**src/rtl/spdif_rd_pkg.sv**
```systemverilog
package spdif_rd_pkg;
  localparam int NUM_MODES = 7;
  localparam int NUM_THR   = NUM_MODES - 1;
  localparam int THR_PER_W = 3;
  localparam int MODE_W    = 3;

  typedef enum logic [MODE_W-1:0] {
    MODE_32K   = 3'd0,
    MODE_44K1  = 3'd1,
    MODE_48K   = 3'd2,
    MODE_88K2  = 3'd3,
    MODE_96K   = 3'd4,
    MODE_176K4 = 3'd5,
    MODE_192K  = 3'd6,
    MODE_NONE  = 3'd7
  } rate_mode_e;
endpackage

```
**src/rtl/spdif_line_sync.sv**
```systemverilog
module spdif_line_sync (
  input  logic clk_i,
  input  logic rst_ni,
  input  logic line_i,
  output logic edge_o
);
  logic s1_q, s2_q, s3_q;

  always_ff @(posedge clk_i or negedge rst_ni) begin
    if (!rst_ni) begin
      s1_q <= 1'b0;
      s2_q <= 1'b0;
      s3_q <= 1'b0;
    end else begin
      s1_q <= line_i;
      s2_q <= s1_q;
      s3_q <= s2_q;
    end
  end

  assign edge_o = s2_q ^ s3_q;
endmodule

```
**src/rtl/spdif_interval_meter.sv**
```systemverilog
module spdif_interval_meter #(
  parameter int WIN_W = 20,
  parameter int WID_W = 10
) (
  input  logic             clk_i,
  input  logic             rst_ni,
  input  logic             en_i,
  input  logic             edge_i,
  input  logic [WIN_W-1:0] win_len_i,
  output logic             win_end_o,
  output logic             any_o,
  output logic [WID_W-1:0] min_o,
  output logic [WID_W-1:0] max_o
);
  localparam logic [WID_W-1:0] WID_MAX = '1;

  logic [WID_W-1:0] run_q, min_q, max_q, min_d, max_d;
  logic [WIN_W-1:0] win_q;
  logic             prev_q, any_q, iv_ok;

  // interval closes on an edge only if an earlier edge opened it
  assign iv_ok = en_i && edge_i && prev_q;
  assign min_d = (iv_ok && run_q < min_q) ? run_q : min_q;
  assign max_d = (iv_ok && run_q > max_q) ? run_q : max_q;
  assign win_end_o = en_i && (({1'b0, win_q} + 1'b1) >= {1'b0, win_len_i});
  assign any_o = any_q | iv_ok;
  assign min_o = min_d;
  assign max_o = max_d;

  always_ff @(posedge clk_i or negedge rst_ni) begin
    if (!rst_ni) begin
      run_q  <= '0;
      prev_q <= 1'b0;
    end else if (!en_i) begin
      run_q  <= '0;
      prev_q <= 1'b0;
    end else if (edge_i) begin
      run_q  <= WID_W'(1);
      prev_q <= 1'b1;
    end else if (run_q != WID_MAX) begin
      run_q  <= run_q + 1'b1;
    end
  end

  always_ff @(posedge clk_i or negedge rst_ni) begin
    if (!rst_ni) begin
      win_q <= '0;
      min_q <= WID_MAX;
      max_q <= '0;
      any_q <= 1'b0;
    end else if (!en_i || win_end_o) begin
      win_q <= '0;
      min_q <= WID_MAX;
      max_q <= '0;
      any_q <= 1'b0;
    end else begin
      win_q <= win_q + 1'b1;
      min_q <= min_d;
      max_q <= max_d;
      any_q <= any_o;
    end
  end
endmodule

```
**src/rtl/spdif_rate_ladder.sv**
```systemverilog
module spdif_rate_ladder
  import spdif_rd_pkg::*;
#(
  parameter int WID_W = 10,
  parameter int THR_W = 10
) (
  input  logic [WID_W-1:0]           width_i,
  input  logic                       any_i,
  input  logic [THR_PER_W*THR_W-1:0] thr_a_i,
  input  logic [THR_PER_W*THR_W-1:0] thr_b_i,
  output rate_mode_e                 mode_o
);
  localparam int CMP_W = ((WID_W + 1) > (THR_W + 1)) ? (WID_W + 1) : (THR_W + 1);

  logic [NUM_THR-1:0] hit;
  logic [CMP_W-1:0]   dbl_w;

  assign dbl_w = CMP_W'({width_i, 1'b0});

  for (genvar i = 0; i < NUM_THR; i++) begin : g_rung
    localparam int SLOT = THR_PER_W - 1 - (i % THR_PER_W);
    logic [THR_W-1:0] thr;
    if (i < THR_PER_W) begin : g_a
      assign thr = thr_a_i[SLOT*THR_W +: THR_W];
    end else begin : g_b
      assign thr = thr_b_i[SLOT*THR_W +: THR_W];
    end
    assign hit[i] = dbl_w >= CMP_W'(thr);
  end

  always_comb begin
    mode_o = MODE_192K;
    for (int i = NUM_THR - 1; i >= 0; i--) begin
      if (hit[i]) mode_o = rate_mode_e'(i);
    end
    if (!any_i) mode_o = MODE_NONE;
  end
endmodule

```
**src/rtl/spdif_rate_detect.sv**
```systemverilog
module spdif_rate_detect
  import spdif_rd_pkg::*;
#(
  parameter int WIN_W = 20,
  parameter int WID_W = 10,
  parameter int THR_W = 10
) (
  input  logic                   clk_i,
  input  logic                   rst_ni,
  input  logic                   line_i,
  input  logic                   enable_i,
  input  logic                   width_sel_i,
  input  logic [WIN_W-1:0]       window_len_i,
  input  logic [3*THR_W-1:0]     thr_a_i,
  input  logic [3*THR_W-1:0]     thr_b_i,
  output logic [2:0]             mode_o,
  output logic [WID_W-1:0]       width_o,
  output logic                   mode_chg_o
);
  logic             edge_s, win_end, any_iv;
  logic [WID_W-1:0] min_w, max_w, sel_w;
  rate_mode_e       new_mode;

  spdif_line_sync u_sync (
    .clk_i  (clk_i),
    .rst_ni (rst_ni),
    .line_i (line_i),
    .edge_o (edge_s)
  );

  spdif_interval_meter #(.WIN_W(WIN_W), .WID_W(WID_W)) u_meter (
    .clk_i     (clk_i),
    .rst_ni    (rst_ni),
    .en_i      (enable_i),
    .edge_i    (edge_s),
    .win_len_i (window_len_i),
    .win_end_o (win_end),
    .any_o     (any_iv),
    .min_o     (min_w),
    .max_o     (max_w)
  );

  assign sel_w = width_sel_i ? min_w : max_w;

  spdif_rate_ladder #(.WID_W(WID_W), .THR_W(THR_W)) u_ladder (
    .width_i (sel_w),
    .any_i   (any_iv),
    .thr_a_i (thr_a_i),
    .thr_b_i (thr_b_i),
    .mode_o  (new_mode)
  );

  always_ff @(posedge clk_i or negedge rst_ni) begin
    if (!rst_ni) begin
      mode_o     <= MODE_NONE;
      width_o    <= '0;
      mode_chg_o <= 1'b0;
    end else if (!enable_i) begin
      mode_o     <= MODE_NONE;
      width_o    <= '0;
      mode_chg_o <= 1'b0;
    end else if (win_end) begin
      mode_o     <= new_mode;
      width_o    <= any_iv ? sel_w : '0;
      mode_chg_o <= (new_mode != mode_o);
    end else begin
      mode_chg_o <= 1'b0;
    end
  end
endmodule

```
**config.mk**
```make
export PLATFORM = sky130hd
export DESIGN_NAME = spdif_rate_detect
export DESIGN_NICKNAME = d
export VERILOG_FILES = /design/src/rtl/spdif_rd_pkg.sv /design/src/rtl/spdif_line_sync.sv /design/src/rtl/spdif_interval_meter.sv /design/src/rtl/spdif_rate_ladder.sv /design/src/rtl/spdif_rate_detect.sv
export SDC_FILE = /design/constraint.sdc
export NUM_CORES = 1
export LEC_CHECK = 0
export ABC_AREA = 1
export CORE_ASPECT_RATIO = 1.75
export CORE_MARGIN = 2
export CORE_UTILIZATION = 56
export DETAILED_ROUTE_END_ITERATION = 8
export PLACE_DENSITY_LB_ADDON = 0.1
export REMOVE_ABC_BUFFERS = 1
export SYNTH_ARGS = -nofsm -noshare
export SYNTH_HDL_FRONTEND = slang
export SYNTH_HIERARCHICAL = 1
export SYNTH_SLANG_ARGS = --single-unit
```
**constraint.sdc**
```tcl
create_clock -name clk_i -period 4.15 [get_ports clk_i]
set_input_delay 1.245 -clock clk_i [delete_from_list [all_inputs] [get_ports clk_i]]
set_output_delay 1.245 -clock clk_i [all_outputs]
set_load 0.05 [all_outputs]
```
==> results.sh, run 1 <==
export IMPL_grt_max_degree=70
export IMPL_antenna_found_initial=0
export IMPL_total_power_uw=2011
export IMPL_synth_mux_area_share_pct=0
export IMPL_drt_wirelength_per_cell_um=13.58
export IMPL_hold_buffers=0
export IMPL_clockBufferDepth=2
export IMPL_grt_first_pass_wirelength_um=25740
export IMPL_slew_violations=0
export IMPL_worstSetupStartpointType="input pin"
export IMPL_fin_crit_sh_pct=93.33
export IMPL_swShare_pct=29.23
export IMPL_post_synth_inst_count=909
export IMPL_p_seq_share_pct=34.9
export IMPL_hold_ws_ns=0.3531
export IMPL_r2r_setup_slack_ns=0.29
export IMPL_p_sw_uw=587.7
export IMPL_final_setup_viol_count=0
export IMPL_max_slew_worst_pin_slew_ns=0.8639
export IMPL_crit_path_max_fanout=6
export IMPL_synth_seq_area_share_pct=27.67
export IMPL_htree_levels=3
export IMPL_avgViaCountPerCell=5.112
export IMPL_fin_setup_tns_ns=0
export IMPL_p_leak_uw=0.004686
export IMPL_clkLatencyLatePin_ns=0.34
export IMPL_gp_congestion=0.9266
export IMPL_worst_slew_margin_rel_pct=42.41
export IMPL_hold_viol_final=0
export IMPL_rsz0062_at_grt="no"
export IMPL_synth_top_family_by_area="simple AND/OR/NAND/NOR gates"
export IMPL_synth_xor_area_share_pct=1.530
export IMPL_wirelength_um=16090
export IMPL_skew_ns=0.005890
export IMPL_drt_pass1_iterations=5
export IMPL_drc=0
export IMPL_min_delay_path_class="flip-flop to flip-flop"
export IMPL_port_buffers=98
export IMPL_crit_path_max_incr_delay_ns=0.25
export IMPL_fmax_mhz=258.2
export IMPL_crit_path_frequent_cell="nand2_1"
export IMPL_r2r_end="mode_chg_o"
export IMPL_root_buffer="clkbuf_16"
export IMPL_r2r_cells=31
export IMPL_critPathKind="input pin to flip-flop"
export IMPL_powerDensity_nw_per_um2=249.6
export IMPL_vdd_drop_max_mv=0.2171
export IMPL_final_common_cell="nand2_1"
export IMPL_synth_adder_area_share_pct=18.87
export IMPL_ant_nets=0
export IMPL_cts_tree="yes"
export IMPL_rows=51
export IMPL_clk_pin_slew_worst_paths_ns=0.06
export IMPL_fin_nets=1228
export IMPL_grt_usage_pct=27.18
export IMPL_yosys_warnings=6
export IMPL_die_h_um=144.3
export IMPL_r2r_start="u_meter/run_q[5]"
export IMPL_placed_area_um2=7666
export IMPL_avgSynthCellArea_um2=6.929
export IMPL_internal_power_uw=1423
export IMPL_timing_final_crit_period_ns=3.873
export IMPL_hold_depth=0
export IMPL_final_area_um2=8054
export IMPL_fillers=907
export IMPL_synth_compound_area_share_pct=7.529
export IMPL_vias=6058
export IMPL_pwr_share_comb_pct=27.6
export IMPL_hpwl_um=13300
export IMPL_critPathArrivalTime_ns=4.10
export IMPL_p_clk_share_pct=37.5
export IMPL_area_delta_synth_final_pct=27.87
export IMPL_drv_cap=0
export IMPL_drive_gt1_share_pct=11.40
export IMPL_worstHoldStart="u_sync/s1_q"
export IMPL_hold_path_end="u_sync/s2_q"
export IMPL_numCtsBuffers=9
export IMPL_crit_slowest_cell="ha_1"
export IMPL_synth_distinct_cells=44
export IMPL_core_region_area_um2=11040
export IMPL_clock_sinks=69
export IMPL_ios=99
export IMPL_grt_pass1_vias=5784
export IMPL_die_area_um2=12150
export IMPL_status="completed"
export IMPL_critical_path_top_delay_family="simple AND/OR/NAND/NOR gates"
export IMPL_grt_ovfl_total=0
export IMPL_floorplan_initialDensity_pct=57.06
export IMPL_final_cell_mix="nand2_1, inv_1, clkdlybuf4s50_1"
export IMPL_path_buf_inv=9
export IMPL_diodes=0
export IMPL_drtIter0Drc=203
export IMPL_syn_area_um2=6299
export IMPL_synth_simple_area_share_pct=29.98
export IMPL_worstPathRequired_ns=4.37
export IMPL_ys_ff_latch=69
export IMPL_die_w_um=84.17
export IMPL_worst_setup_path_end_kind="flip-flop"
==> power groups by stage <==
stage	clock network [µW]	logic, µW	registers (µW)
detailed placement	0	534	712
floorplan	0	293	714
CTS	769	546	701
global placement	0	523	712
global route	796	623	703
finish	755	554	702
==> how the worst max path moves through the flow <==
stage                     depth (start not counted)              from  slack, ns    endpoint
after floorplan                                  27          enable_i       0.03  mode_chg_o
after global placement                           26          enable_i      -0.59  mode_chg_o
after detailed placement                         24          enable_i      -0.62  mode_chg_o
after CTS                                        26          enable_i       0.14  mode_chg_o
after global routing                             28  u_meter/run_q[5]       0.01  mode_chg_o
final                                            32          enable_i       0.28  mode_chg_o
==> cells in the mapped netlist, drive strengths merged <==
library cell / instances / area [µm²]
nand2: 246 / 938.4
inv: 217 / 814.5
ha: 95 / 1189
nor2: 91 / 395.4
dfrtp: 56 / 1401
nand3: 43 / 230.2
a21oi: 40 / 200.2
o21ai: 22 / 147.6
nand4: 21 / 131.4
dfstp: 13 / 341.6
nor3: 11 / 92.59
buf: 10 / 86.32
xor2: 7 / 61.31
a21o: 5 / 37.54
nand3b: 4 / 30.03
or2: 4 / 25.03
xnor2: 4 / 35.03
o21a: 3 / 22.52
a22oi: 2 / 15.01
a31oi: 2 / 12.51
and3: 2 / 12.51
clkbuf: 2 / 7.510
nor3b: 2 / 20.02
o21bai: 2 / 15.01
a211oi: 1 / 7.510
nand2b: 1 / 6.260
nor2b: 1 / 6.260
o211ai: 1 / 7.510
o31a: 1 / 8.760
==> per-stage QoR <==
stage          std cells  utilization [%]  setup slack [ns]
6_report            1185            72.96            0.2768
5_1_grt             1185            72.96           0.01406
4_1_cts             1185            72.50            0.1448
3_5_place_dp        1168            69.44           -0.6165
3_3_place_gp        1168            69.44           -0.5907
2_1_floorplan        897                -           0.03104
==> repair_timing <==
action                     4_1_cts  5_1_grt
buffers inserted                 1        0
setup endpoints to repair        4        2
gates resized for setup          9       15
pin swaps                        6        5
==> layout make-up <==
| cell class | instances | area [µm²] | area share (%) |
|---|---|---|---|
| Multi-Input combinational cell | 611 | 3724 | 46.23 |
| Sequential cell | 69 | 1743 | 21.64 |
| Timing Repair Buffer | 140 | 1314 | 16.31 |
| Inverter | 217 | 814.5 | 10.11 |
| Clock buffer | 12 | 246.5 | 3.060 |
| Tap cell | 132 | 165.2 | 2.051 |
| Clock inverter | 4 | 47.55 | 0.5903 |
==> registers in the layout, summed over array words and instances (netlist names), 3 cells and up <==
signal,flops
u_meter/min_q,10
mode_o,3
u_meter/max_q,10
u_meter/run_q,10
u_meter/win_q,20
width_o,10
==> logic make-up after synthesis <==
family | count (synthesis)
simple gates | 426
buf+inv | 229
fa+ha+maj | 95
compound gates | 79
flops | 69
xor+xnor | 11
==> layer usage <==
layer / vias up / track usage, % / routed length [µm]
li1: 3088 / - / -
met1: 2729 / 24.81 / 5456
met2: 189 / 55.64 / 9137
met3: 52 / 3.025 / 560
met4: 0 / 16.13 / 939
met5: - / 0 / 0
Note: power is estimated with default switching activity, not from simulation.
==> run 2, diff against run 1 <==
- MAX_ROUTING_LAYER: default -> met4
==> run 2 against run 1 <==
Setup slack better by 0.069 ns. Wire length up 5.0%. Design area up 1.2%. Fmax up 1.8%. Sequential cell count unchanged. Core utilization up 0.87 points. Clock power about the same. Count of clock-buffer cells in the layout up 2. Global-route usage up 2.1 points. Critical path depth down 9. Non-clock buffer count up 10.
==> results.sh, run 2 (synthesis results as in run 1) <==
export IMPL_status="completed"
export IMPL_utilization_pct=73.83
export IMPL_clock_sinks=69
export IMPL_drive_gt1_share_pct=12.14
export IMPL_worstPathRequired_ns=4.37
export IMPL_drtIter0Drc=216
export IMPL_crit_path_max_fanout=10
export IMPL_clockBufferDepth=2
export IMPL_largest_reg_flops=20
export IMPL_root_buffer="clkbuf_16"
export IMPL_final_cell_mix="nand2_1, inv_1, clkdlybuf4s50_1"
export IMPL_clk_pin_slew_worst_paths_ns=0.06
export IMPL_min_delay_path_class="flip-flop to flip-flop"
export IMPL_placed_area_um2=7719
export IMPL_avgViaCountPerCell=5.155
export IMPL_r2r_cells=26
export IMPL_p_leak_uw=0.004742
export IMPL_cts_tree="yes"
export IMPL_grt_pass1_vias=6198
export IMPL_port_buffers=98
export IMPL_core_region_area_um2=11040
export IMPL_diodes=0
export IMPL_hold_path_end="u_sync/s2_q"
export IMPL_grt_max_degree=32
export IMPL_grt_usage_pct=29.32
export IMPL_r2r_start="u_meter/run_q[5]"
export IMPL_critPathKind="input pin to flip-flop"
export IMPL_final_area_um2=8150
export IMPL_rsz0062_at_grt="no"
export IMPL_fin_nets=1238
export IMPL_die_w_um=84.17
export IMPL_regMostFlops="u_meter/win_q"
export IMPL_gp_congestion=0.9734
export IMPL_r2r_setup_slack_ns=0.42
export IMPL_final_setup_viol_count=0
export IMPL_grt_first_pass_wirelength_um=27140
export IMPL_worstSetupStartpointType="input pin"
export IMPL_die_area_um2=12150
export IMPL_hold_viol_final=0
export IMPL_dp_slack_ns=-0.5099
export IMPL_timing_final_crit_period_ns=3.804
export IMPL_fin_crit_sh_pct=91.67
export IMPL_fin_setup_tns_ns=0
export IMPL_clkLatencyLatePin_ns=0.34
export IMPL_area_delta_synth_final_pct=29.40
export IMPL_floorplan_initialDensity_pct=57.06
export IMPL_vias=6160
export IMPL_slew_violations=0
export IMPL_final_common_cell="nand2_1"
export IMPL_max_slew_worst_pin_slew_ns=0.6614
export IMPL_skew_ns=0.008857
export IMPL_drt_pass1_iterations=5
export IMPL_drc=0
export IMPL_critPathArrivalTime_ns=4.03
export IMPL_drt_wirelength_per_cell_um=14.15
export IMPL_drv_cap=0
export IMPL_worst_setup_path_end_kind="flip-flop"
export IMPL_numCtsBuffers=9
export IMPL_wirelength_um=16910
export IMPL_grt_ovfl_total=0
export IMPL_setup_slack_ns=0.3455
export IMPL_rows=51
export IMPL_hold_depth=0
export IMPL_htree_levels=3
export IMPL_die_h_um=144.3
export IMPL_hpwl_um=13860
export IMPL_vdd_drop_max_mv=0.2203
export IMPL_ios=99
export IMPL_hold_ws_ns=0.3583
export IMPL_fmax_mhz=262.8
export IMPL_worstHoldStart="u_sync/s1_q"
export IMPL_powerDensity_nw_per_um2=248.6
export IMPL_ant_nets=0
export IMPL_r2r_end="mode_chg_o"
export IMPL_worst_slew_margin_rel_pct=55.91
export IMPL_antenna_found_initial=0
## run 2: cell types whose count changed in the layout (fill, tap and decap cells not counted), sizes merged
cell	change
buf	+10
clkbuf	+1
clkinv	-1
clkinvlp	-1
dlymetal6s2s	+1
## run 2: timing repair
item,CTS,global route
hold buffers,0,0
setup buffers,1,3
endpoints found under the setup margin,4,4
pin swaps,3,7
resized for setup,8,15
endpoints found under the hold margin,0,0
## run 2: worst max-delay path: stages
cell and delay (ns):
dlymetal6s2s_1 0.12, inv_1 0.08, nor3_2 0.20, buf_4 0.20
buf_6 0.14, nand4_1 0.13, nand2_2 0.15, inv_1 0.05
nand2_1 0.06, o21ai_2 0.09, buf_4 0.17, ha_1 0.26
nand2_1 0.06, nor2_1 0.14, nand4_1 0.13, a21oi_1 0.21
nor2_2 0.10, nand3_1 0.11, nand2_2 0.06, nand2_1 0.08
nand2_1 0.05, nor2_1 0.10, a21oi_1 0.07
## run 2: how the worst max path moves through the flow
| stage | startpoint | endpoint | slack (ns) | depth (start not counted) |
|---|---|---|---|---|
| final | enable_i | mode_chg_o | 0.35 | 23 |
| after global routing | u_meter/run_q[5] | mode_chg_o | 0.06 | 24 |
| after CTS | enable_i | mode_chg_o | 0.03 | 24 |
| after detailed placement | enable_i | mode_chg_o | -0.51 | 25 |
| after global placement | enable_i | mode_chg_o | -0.47 | 25 |
| after floorplan | enable_i | mode_chg_o | 0.03 | 27 |
## run 2: routing by layer
| layer | vias up | global-route usage [%] | wire length, µm |
|---|---|---|---|
| li1 | 3104 | - | - |
| met1 | 2794 | 24.97 | 5548 |
| met2 | 191 | 58.19 | 9679 |
| met3 | 71 | 3.368 | 537 |
| met4 | 0 | 19.44 | 1141 |
| met5 | - | - | 0 |
## run 2: final cells by class
cell class	instances	area, µm²
multi-input combinational	611	3746
inverter	217	814.5
clock buffer	14	254.0
timing repair buffer	150	1393
sequential	69	1743
fill	920	2889
clock inverter	2	35.03
tap	132	165.2
## run 2: per-stage QoR
stage          total power, µW  instances
6_report                  2026       1195
5_1_grt                   2136       1195
4_1_cts                   2014       1192
3_5_place_dp              1256       1175
3_3_place_gp              1242       1175
2_1_floorplan             1006        897
## run 2: where the power goes
part,internal (µW),total (µW),switching (µW)
Combinational,260,571,311
Clock,481,753,272
Sequential,693,702,9.19
